==> config.mk <==
export PLATFORM = sky130hd
export DESIGN_NAME = spt_wave_tx
export DESIGN_NICKNAME = d
export VERILOG_FILES = /design/src/rtl/spt_pkg.sv /design/src/rtl/spt_phase_timer.sv /design/src/rtl/spt_bit_queue.sv /design/src/rtl/spt_wave_tx.sv
export SDC_FILE = /design/constraint.sdc
export NUM_CORES = 1
export LEC_CHECK = 0
export ABC_AREA = 1
export BUFFER_PORTS_ARGS = -buffer_cell sky130_fd_sc_hd__buf_4
export CORE_MARGIN = 3
export CORE_UTILIZATION = 35
export CTS_BUF_LIST = sky130_fd_sc_hd__clkbuf_4 sky130_fd_sc_hd__clkbuf_8 sky130_fd_sc_hd__clkbuf_16
export DETAILED_ROUTE_END_ITERATION = 6
export GPL_TIMING_DRIVEN = 0
export PLACE_DENSITY = 0.49
export SYNTH_ARGS = -nofsm -noshare
export SYNTH_HDL_FRONTEND = slang
export SYNTH_HIERARCHICAL = 1
export SYNTH_SLANG_ARGS = --single-unit
==> constraint.sdc <==
create_clock -name clk -period 3.3 [get_ports clk]
set_input_delay 0.66 -clock clk [delete_from_list [all_inputs] [get_ports clk]]
set_output_delay 0.66 -clock clk [all_outputs]
set_load 0.02 [all_outputs]
==> src/rtl/spt_pkg.sv <==
// Package: shared phase encoding for the single-wire pattern transmitter.
// Assumes: nothing beyond being compiled before the modules that import it.
package spt_pkg;

    // Phase of the transmitter; the line is high only in SPT_HIGH.
    typedef enum logic [1:0] {
        SPT_IDLE  = 2'd0,
        SPT_SETUP = 2'd1,
        SPT_HIGH  = 2'd2,
        SPT_TAIL  = 2'd3
    } spt_phase_e;

endpackage

==> src/rtl/spt_phase_timer.sv <==
// Module: spt_phase_timer
// Counts tick enables inside one phase and flags the tick that ends it.
// Assumes: limit >= 1 and held steady through a phase; clear is high in idle.
// The count restarts at every phase end, so each phase lasts exactly limit ticks.
module spt_phase_timer #(
    parameter int CNT_W = 8
) (
    input  logic             clk,
    input  logic             rst_n,
    input  logic             tick_en,
    input  logic             clear,
    input  logic [CNT_W-1:0] limit,
    output logic             expire
);

    logic [CNT_W-1:0] cnt_q;

    // Phase ends on the tick that completes the limit-th count.
    assign expire = tick_en && !clear && (cnt_q == (limit - 1'b1));

    // Tick counter: cleared in idle and at each phase end.
    always_ff @(posedge clk) begin
        if (!rst_n || clear || expire) begin
            cnt_q <= '0;
        end else if (tick_en) begin
            cnt_q <= cnt_q + 1'b1;
        end
    end

    // The count never reaches the limit of the running phase.
    a_r9_count_below_limit: assert property (@(posedge clk) disable iff (!rst_n)
        !clear |-> (cnt_q < limit));

    // Without a tick the count holds (time does not advance).
    a_r9_count_needs_tick: assert property (@(posedge clk) disable iff (!rst_n)
        (!tick_en && !clear) |=> $stable(cnt_q));

endmodule

==> src/rtl/spt_bit_queue.sv <==
// Module: spt_bit_queue
// Holds the captured pattern and presents the bit currently being sent.
// Assumes: load only while idle; advance once per finished bit, never on the last.
module spt_bit_queue #(
    parameter int WIDTH = 6,
    localparam int IDX_W = (WIDTH > 1) ? $clog2(WIDTH) : 1
) (
    input  logic             clk,
    input  logic             rst_n,
    input  logic             load,
    input  logic [WIDTH-1:0] load_data,
    input  logic             advance,
    output logic             cur_bit,
    output logic             last_bit
);

    logic [WIDTH-1:0] data_q;
    logic [IDX_W-1:0] idx_q;

    assign cur_bit  = data_q[0];
    assign last_bit = (idx_q == IDX_W'(WIDTH - 1));

    // Capture on load, shift right by one after each bit (LSB first).
    always_ff @(posedge clk) begin
        if (!rst_n) begin
            data_q <= '0;
            idx_q  <= '0;
        end else if (load) begin
            data_q <= load_data;
            idx_q  <= '0;
        end else if (advance) begin
            data_q <= data_q >> 1;
            idx_q  <= idx_q + 1'b1;
        end
    end

    // Index of the bit in flight stays inside the word.
    a_r6_index_in_range: assert property (@(posedge clk) disable iff (!rst_n)
        idx_q <= IDX_W'(WIDTH - 1));

    // No advance past the last bit.
    a_r6_no_advance_on_last: assert property (@(posedge clk) disable iff (!rst_n)
        advance |-> !last_bit);

endmodule

==> src/rtl/spt_wave_tx.sv <==
// Module: spt_wave_tx (top)
// Sends a WIDTH-bit pattern on one wire, LSB first. Each bit is a low setup
// interval followed by a high pulse: long for one, short plus a long low for zero.
// Assumes: tick_en is a one-cycle enable at the desired time base; all tick
// parameters are >= 1. The line is low whenever the block is idle.
module spt_wave_tx
    import spt_pkg::*;
#(
    parameter int WIDTH           = 6,
    parameter int SETUP_TICKS     = 50,
    parameter int ONE_HIGH_TICKS  = 200,
    parameter int ZERO_HIGH_TICKS = 50,
    parameter int ZERO_LOW_TICKS  = 150
) (
    input  logic             clk,
    input  logic             rst_n,
    input  logic             tick_en,
    input  logic             start,
    input  logic [WIDTH-1:0] pattern,
    output logic             line_out,
    output logic             busy,
    output logic             done
);

    localparam int MAX_A = (SETUP_TICKS > ONE_HIGH_TICKS) ? SETUP_TICKS : ONE_HIGH_TICKS;
    localparam int MAX_B = (ZERO_HIGH_TICKS > ZERO_LOW_TICKS) ? ZERO_HIGH_TICKS : ZERO_LOW_TICKS;
    localparam int MAX_TICKS = (MAX_A > MAX_B) ? MAX_A : MAX_B;
    localparam int CNT_W = $clog2(MAX_TICKS + 1);

    spt_phase_e       phase_q, phase_d;
    logic             done_q;
    logic             accept;
    logic             expire;
    logic             cur_bit;
    logic             last_bit;
    logic             advance;
    logic             finish;
    logic [CNT_W-1:0] limit;

    assign accept   = (phase_q == SPT_IDLE) && start;
    assign busy     = (phase_q != SPT_IDLE);
    assign line_out = (phase_q == SPT_HIGH);
    assign done     = done_q;

    // Length of the current phase in ticks.
    always_comb begin
        unique case (phase_q)
            SPT_SETUP: limit = CNT_W'(SETUP_TICKS);
            SPT_HIGH:  limit = cur_bit ? CNT_W'(ONE_HIGH_TICKS) : CNT_W'(ZERO_HIGH_TICKS);
            SPT_TAIL:  limit = CNT_W'(ZERO_LOW_TICKS);
            default:   limit = CNT_W'(SETUP_TICKS);
        endcase
    end

    // Phase sequencing: setup, high, and for zero bits a trailing low.
    always_comb begin
        phase_d = phase_q;
        advance = 1'b0;
        finish  = 1'b0;
        unique case (phase_q)
            SPT_IDLE: begin
                if (accept) phase_d = SPT_SETUP;
            end
            SPT_SETUP: begin
                if (expire) phase_d = SPT_HIGH;
            end
            SPT_HIGH: begin
                if (expire) begin
                    if (!cur_bit) begin
                        phase_d = SPT_TAIL;
                    end else if (last_bit) begin
                        phase_d = SPT_IDLE;
                        finish  = 1'b1;
                    end else begin
                        phase_d = SPT_SETUP;
                        advance = 1'b1;
                    end
                end
            end
            SPT_TAIL: begin
                if (expire) begin
                    if (last_bit) begin
                        phase_d = SPT_IDLE;
                        finish  = 1'b1;
                    end else begin
                        phase_d = SPT_SETUP;
                        advance = 1'b1;
                    end
                end
            end
            default: phase_d = SPT_IDLE;
        endcase
    end

    // Phase register and one-cycle completion pulse.
    always_ff @(posedge clk) begin
        if (!rst_n) begin
            phase_q <= SPT_IDLE;
            done_q  <= 1'b0;
        end else begin
            phase_q <= phase_d;
            done_q  <= finish;
        end
    end

    spt_phase_timer #(
        .CNT_W (CNT_W)
    ) u_timer (
        .clk     (clk),
        .rst_n   (rst_n),
        .tick_en (tick_en),
        .clear   (phase_q == SPT_IDLE),
        .limit   (limit),
        .expire  (expire)
    );

    spt_bit_queue #(
        .WIDTH (WIDTH)
    ) u_queue (
        .clk       (clk),
        .rst_n     (rst_n),
        .load      (accept),
        .load_data (pattern),
        .advance   (advance),
        .cur_bit   (cur_bit),
        .last_bit  (last_bit)
    );

    // Busy rises only from an idle cycle that saw start.
    a_r2_start_only_idle: assert property (@(posedge clk) disable iff (!rst_n)
        $rose(busy) |-> $past(start));

    // Done is a single-cycle pulse.
    a_r7_done_single: assert property (@(posedge clk) disable iff (!rst_n)
        done |=> !done);

    // Done appears exactly as busy falls.
    a_r7_done_at_busy_fall: assert property (@(posedge clk) disable iff (!rst_n)
        done |-> (!busy && $past(busy)));

    // Each rising edge of the line follows a setup interval.
    a_r3_rise_after_setup: assert property (@(posedge clk) disable iff (!rst_n)
        $rose(line_out) |-> ($past(phase_q) == SPT_SETUP));

    // Line low when not busy.
    a_r8_idle_line_low: assert property (@(posedge clk) disable iff (!rst_n)
        !busy |-> !line_out);

    // No tick, no line change.
    a_r9_line_needs_tick: assert property (@(posedge clk) disable iff (!rst_n)
        (busy && !tick_en) |=> $stable(line_out));

endmodule

---- Word-level counts from Yosys, hierarchy flattened ----
Cells that the tools add are included.
word-level totals
  register bits after elaboration ......... 20
  latch bits .............................. 0
  bits in writable memories ............... 0
  ROM bits ................................ 0
  input bits .............................. 10
  output and inout port bits .............. 3
  logic and storage cells ................. 51
  memories kept ........................... 0
operators by class
  $add $sub $neg .......................... 3
  multipliers ............................. 0
  divide/modulo/power cells ............... 0
  $lt $le $gt $ge ......................... 0
  equality and inequality tests ........... 9
  shift operators ......................... 0
  muxes and demuxes ....................... 21
  bitwise gates (word level) .............. 1
  reduce and logical (&&, ||, !) cells .... 12
operators with widths
  kind                                                                      count
  8-bit one-hot mux with 2 select lines                                     1
  6-bit 2-to-1 mux                                                          2
  2-bit 2-to-1 mux                                                          5
  1-bit 2-to-1 mux                                                          9
  8-bit by 1-bit adder with 8-bit output (second input constant)            1
  8-bit equality test                                                       1
  8-bit 2-to-1 mux                                                          1
  2-bit one-hot mux with 4 select lines                                     1
  8-bit by 1-bit subtractor with 8-bit output (second input constant)       1
  2-bit by 1-bit inequality test with 1-bit output (second input constant)  3
  2-bit equality test (second input constant)                               2
  1-bit one-hot mux with 2 select lines                                     2
  4-bit AND reduction                                                       1
  2-bit nonzero test                                                        2
  3-bit by 1-bit adder with 3-bit output (second input constant)            1
  3-bit equality test (second input constant)                               1
  1-bit logical AND                                                         3
  2-bit by 1-bit equality test with 1-bit output (second input constant)    1
  1-bit zero test                                                           2
  2-bit zero test                                                           1
  1-bit logical OR                                                          2
  2-bit inequality test (second input constant)                             1
  2-bit OR reduction                                                        1
  1-bit inverter                                                            1

---- Depth between registers and ports, before layout ----
  depth in word-level cells ............... 9
  gate-level depth with buffers ........... 24
  mapped depth without buffers ............ 22

---- Cells and area by module ----
The synthesis kept the hierarchy.
modules (own cells, without submodules)
  module           times used  cells an instance  area each (um2)  sequential area each (um2)
  spt_phase_timer  1           118                668.1            160.2
  spt_bit_queue    1           66                 475.5            180.2
  spt_wave_tx      1           40                 217.7            60.1

---- Least setup slack after synthesis ----
No wires, ideal clock.
  kind .................................... register to register
  from .................................... register phase_q[1]
  to ...................................... register u_queue.data_q[2]
  library setup time ...................... 119 ps
  arrival ................................. 2544 ps
  data required time ...................... 3181 ps
  slack ................................... 637 ps
  stages on the path, launching flop included .. 23
  buffers on the path ..................... 2
  clock period less this slack ............ 2663 ps
  path through ............................ dfxtp_1 buf_6 inv_2 nor2_1 nand2_1 inv_1 ha_1 inv_1 nor2_1 nand2_1 nor2_1 nand2_1 nand2_1 inv_1 nor2_2 nand2_2 inv_1 o21ai_1 nor2_1 buf_6 inv_1 nor3_1 nor2_2
on the way
  longest elaborated chain between the ends .. 8
  elaborated cells on any way between the ends .. 15
  those cells by class .................... add/sub: 1; eq/ne: 3; mux: 5; reduce/logical: 6
RTL lines
  item                                           line                                  source
  from (decl)                                    spt_wave_tx.sv:30                     spt_phase_e phase_q, phase_d;
  from (signal assigned)                         spt_wave_tx.sv:101                    phase_q <= phase_d;
  2-bit equality test *                          n/a
  via line_out                                   spt_wave_tx.sv:20                     output logic line_out,
  8-bit one-hot mux with 2 select lines *        spt_wave_tx.sv:47                     unique case (phase_q)
  via limit[1]                                   spt_wave_tx.sv:38                     logic [CNT_W-1:0] limit;
  8-bit by 1-bit subtractor with 8-bit output *  spt_phase_timer.sv:19                 assign expire = tick_en && !clear && (cnt_q == (limit - 1'b1));
  8-bit equality test *                          spt_phase_timer.sv:19
  1-bit logical AND *                            spt_phase_timer.sv:19
  via expire                                     spt_wave_tx.sv:33                     logic expire;
  1-bit 2-to-1 mux, on equally long branches     spt_wave_tx.sv:81, spt_wave_tx.sv:68
  1-bit one-hot mux with 2 select lines *        spt_wave_tx.sv:60                     unique case (phase_q)
  via advance                                    spt_wave_tx.sv:36                     logic advance;
  2-bit nonzero test (no source line) *          n/a
  to (signal assigned)                           spt_bit_queue.sv:29                   data_q <= load_data;
  to (signal assigned)                           spt_bit_queue.sv:32                   data_q <= data_q >> 1;
  to (decl)                                      spt_bit_queue.sv:17                   logic [WIDTH-1:0] data_q;
Mark *: on every way through the listed nets, which the timed path passes. The rest lies on a longest branch.
A chain may end at the register's enable or synchronous reset.

---- Worst setup path in the final report ----
  from .................................... register phase_q[1]
  to ...................................... register u_queue.data_q[2]
on the way
  longest elaborated chain between the ends .. 8
  elaborated cells on any way between the ends .. 15
  those cells by class .................... add/sub: 1; eq/ne: 3; mux: 5; reduce/logical: 6
RTL lines
  item                                           line
  2-bit equality test                            spt_wave_tx.sv:47
  8-bit one-hot mux with 2 select lines *        spt_wave_tx.sv:47
  via limit[1]                                   spt_wave_tx.sv:38
  8-bit by 1-bit subtractor with 8-bit output *  spt_phase_timer.sv:19
  8-bit equality test *                          spt_phase_timer.sv:19
  1-bit logical AND *                            spt_phase_timer.sv:19
  via expire                                     spt_wave_tx.sv:33
  1-bit 2-to-1 mux, on equally long branches     spt_wave_tx.sv:81, spt_wave_tx.sv:68
  1-bit one-hot mux with 2 select lines *        spt_wave_tx.sv:60
  via advance                                    spt_wave_tx.sv:36
  2-bit nonzero test (no source line) *          n/a
Marked as above.

==> results.toml <==
[placed_design]
gp_congestion = 0.7346
place_area_um2 = 1519
port_buffers = 12
placed_cells = 286
place_ws_ns = 0.6132
dpl.hpwl_um = 2085

[cells_and_area]
multi_input_area_um2 = 785.8
final_net_count = 257
fillers = 410
final_cell_count_no_fill = 290
diodes = 0
layout_common_cells = "76 x nand2_1, 34 x inv_1, 33 x nor2_1"
syn_to_final_growth_pct = 15.62
layout_commonest_cell = "nand2_1"
fin_area_um2 = 1574
drive_above_1_share = 0.1364
regArea_um2 = 400.4

[logic_synthesis]
yosysWarnings = 6
syn_area_um2 = 1361
syn-mean-instance-area_um2 = 6.077
synth.distinct_cells = 24
synthCells = 224
seq_area_frac_synth = 0.2941
synth_top_area_share = 0.2941
ys_ff_latch = 20
synth_top_cell_by_area = "dfxtp_1"
ys_top_cells_by_area = "dfxtp_1 29%, nand2_1 21%, inv_1 9.4%"

[setup_path]
cpPeakStageDelay_ns = 0.33
cp.arrival_ns = 2.83
reg2reg_depth = 22
critical_path_peak_fanout = 10
crit_chain = "buf_6 > inv_2 > nor2_1 > nand2_1 > inv_1 > ha_1 > inv_1 > nor2_1 > nand2_1 > nor2_1 > nand2_1 > nand2_1 > inv_1 > nor2_2 > nand2_2 > inv_1 > o21ai_1 > nor2_1 > buf_6 > inv_1 > nor3_1 > nor2_2"
critical_path.endpoint_type = "register"
cp-start-kind = "register"
cpMostUsedCell = "inv_1"
crit_slowest_cell = "dfxtp_1"
required_ns = 3.45
criticalPathCategory = "register to register"

[floorplan]
start_util = 0.3663
fp.dieH_um = 68.37
rows = 22
die_w_um = 68.37
pin_count = 13
core_area_um2 = 3716
dieArea_um2 = 4674

[power]
p_sw_mw = 0.1188
cell_internal_pwr_mw = 0.3782
leakage_nw = 0.7991
combPwrFrac = 0.115
switching_share = 0.2391
peakVddDrop_mv = 0.2237
seqPwrFrac = 0.510
power_density_nw_per_um2 = 315.8
clkPwrFrac = 0.375

[timing]
skew_ns = 0.003515
finalSetupViolCount = 0
fmax_mhz = 373.2
rsz0062_at_grt = "no"
hold_viol = 0
layout_min_cycle_time_ns = 2.679
timing.final.ws_setup_ns = 0.6205
fin_crit_sh = 0.8120
final-max-slew-violation-count = 0
tns_ns = 0
whs_ns = 0.4689

[route]
drt_iter0_markers = 62
ant_nets = 0
dr.pass1.iters = 4
wl_um = 2640
drc = 0
vias_per_cell = 4.172
vias = 1210
wire_per_inst_um = 9.103

[cts]
clock-sinks = 20
clock_latency_ns = 0.25
cts_max_path_buffers = 2
clk_pin_slew_worst_paths_ns = 0.08
cts_hold_buf = 0
cts_resized = 0
clockRootBuffer = "clkbuf_8"
numCtsBuffers = 3
h-tree-depth = 1
cts_tree = "yes"
post-cts-setup-buffers = 0

[job]
max-cap-violations = 0

[global_route]
antenna_found_initial = 0
grt_max_degree = 12
grt_use_total = 0.1244
grt_pass1_wl_um = 4471
grt_overflow_total = 0
grt_pass1_vias = 1016

[hold_path]
hold_depth = 2
holdCritPathClass = "register to register"

[outcome]
status = "finished, final reports clean"
## routing by layer
metal	vias to the layer above	wire (um)	global-route usage
li1	703	-	-
met4	0	20	0.03722
met1	496	1537	0.1906
met2	9	1022	0.1745
met5	-	0	0
met3	2	59	0.01970
## metrics by stage
| step | util | total power [mW] |
|---|---|---|
| final | 0.4236 | 0.4971 |
| after global routing | 0.4236 | 0.5228 |
| after CTS | 0.4236 | 0.5043 |
| after detailed placement | 0.4088 | 0.3166 |
| after global placement | 0.4088 | 0.3174 |
| after floorplan | - | 0.2967 |
## synthesized netlist by cell type
master     n
o21ai_1    3
nand3b_1   1
nor2_4     1
nor2_8     1
nor3_1     3
buf_6      3
xnor2_1    4
nand3_1   11
conb_1     1
nand2_1   76
nor2_2     4
ha_1       4
inv_1     34
xor2_1     5
dfxtp_1   20
inv_4      1
nand2_2    2
nand2_4    1
o21ai_0    3
nor2_1    33
a21boi_1   1
a21oi_1    7
nand4_1    1
inv_2      4
## cell families after synthesis
family | after synthesis | share of synthesized area
compound gates | 14 | 0.05330
simple gates | 134 | 0.4209
flops | 20 | 0.2941
fa+ha+maj | 4 | 0.03677
buf+inv | 42 | 0.1342
xor+xnor | 9 | 0.05790
other cells | 1 | 0.002755
## area by class of cell
class	instances	share of cell area
sequential	20	0.2544
tap	48	0.03816
clock buffer	4	0.03498
multi-input combinational	164	0.4992
inverter	39	0.09459
timing repair buffer	12	0.05723
buffer	3	0.02146
## worst paths after layout
check	startpoint	to	slack (ns)
worst max-delay path	phase_q[1]	u_queue/data_q[2]	0.62
worst min-delay path	u_queue/data_q[5]	u_queue/data_q[5]	0.47
worst max register to register	phase_q[1]	u_queue/data_q[2]	0.62
worst min register to register	u_queue/data_q[5]	u_queue/data_q[5]	0.47
## critical path, delay by kind of cell (launching register included)
kind,cells,cell delay (ns)
flip-flops,1,0.33
AND/OR/NAND/NOR,12,1.29
AO/OA/AOI/OAI,1,0.09
adder cells (fa/ha/maj),1,0.16
buffers and inverters,8,0.72
## sequential cells by signal, indices dropped and copies added (netlist names)
signal and count:
u_timer/cnt_q 8, u_queue/idx_q 3, phase_q 2, done 1, u_queue/data_q 6
## power groups by stage
stage / Clock, mW / Sequential [mW] / Combinational [mW]
2_1_floorplan: 0 / 0.258 / 0.0387
3_3_place_gp: 0 / 0.259 / 0.0579
3_5_place_dp: 0 / 0.259 / 0.0573
4_1_cts: 0.193 / 0.253 / 0.0576
5_1_grt: 0.203 / 0.255 / 0.0648
6_report: 0.186 / 0.254 / 0.0573
Power figures use the tool's default switching activity.
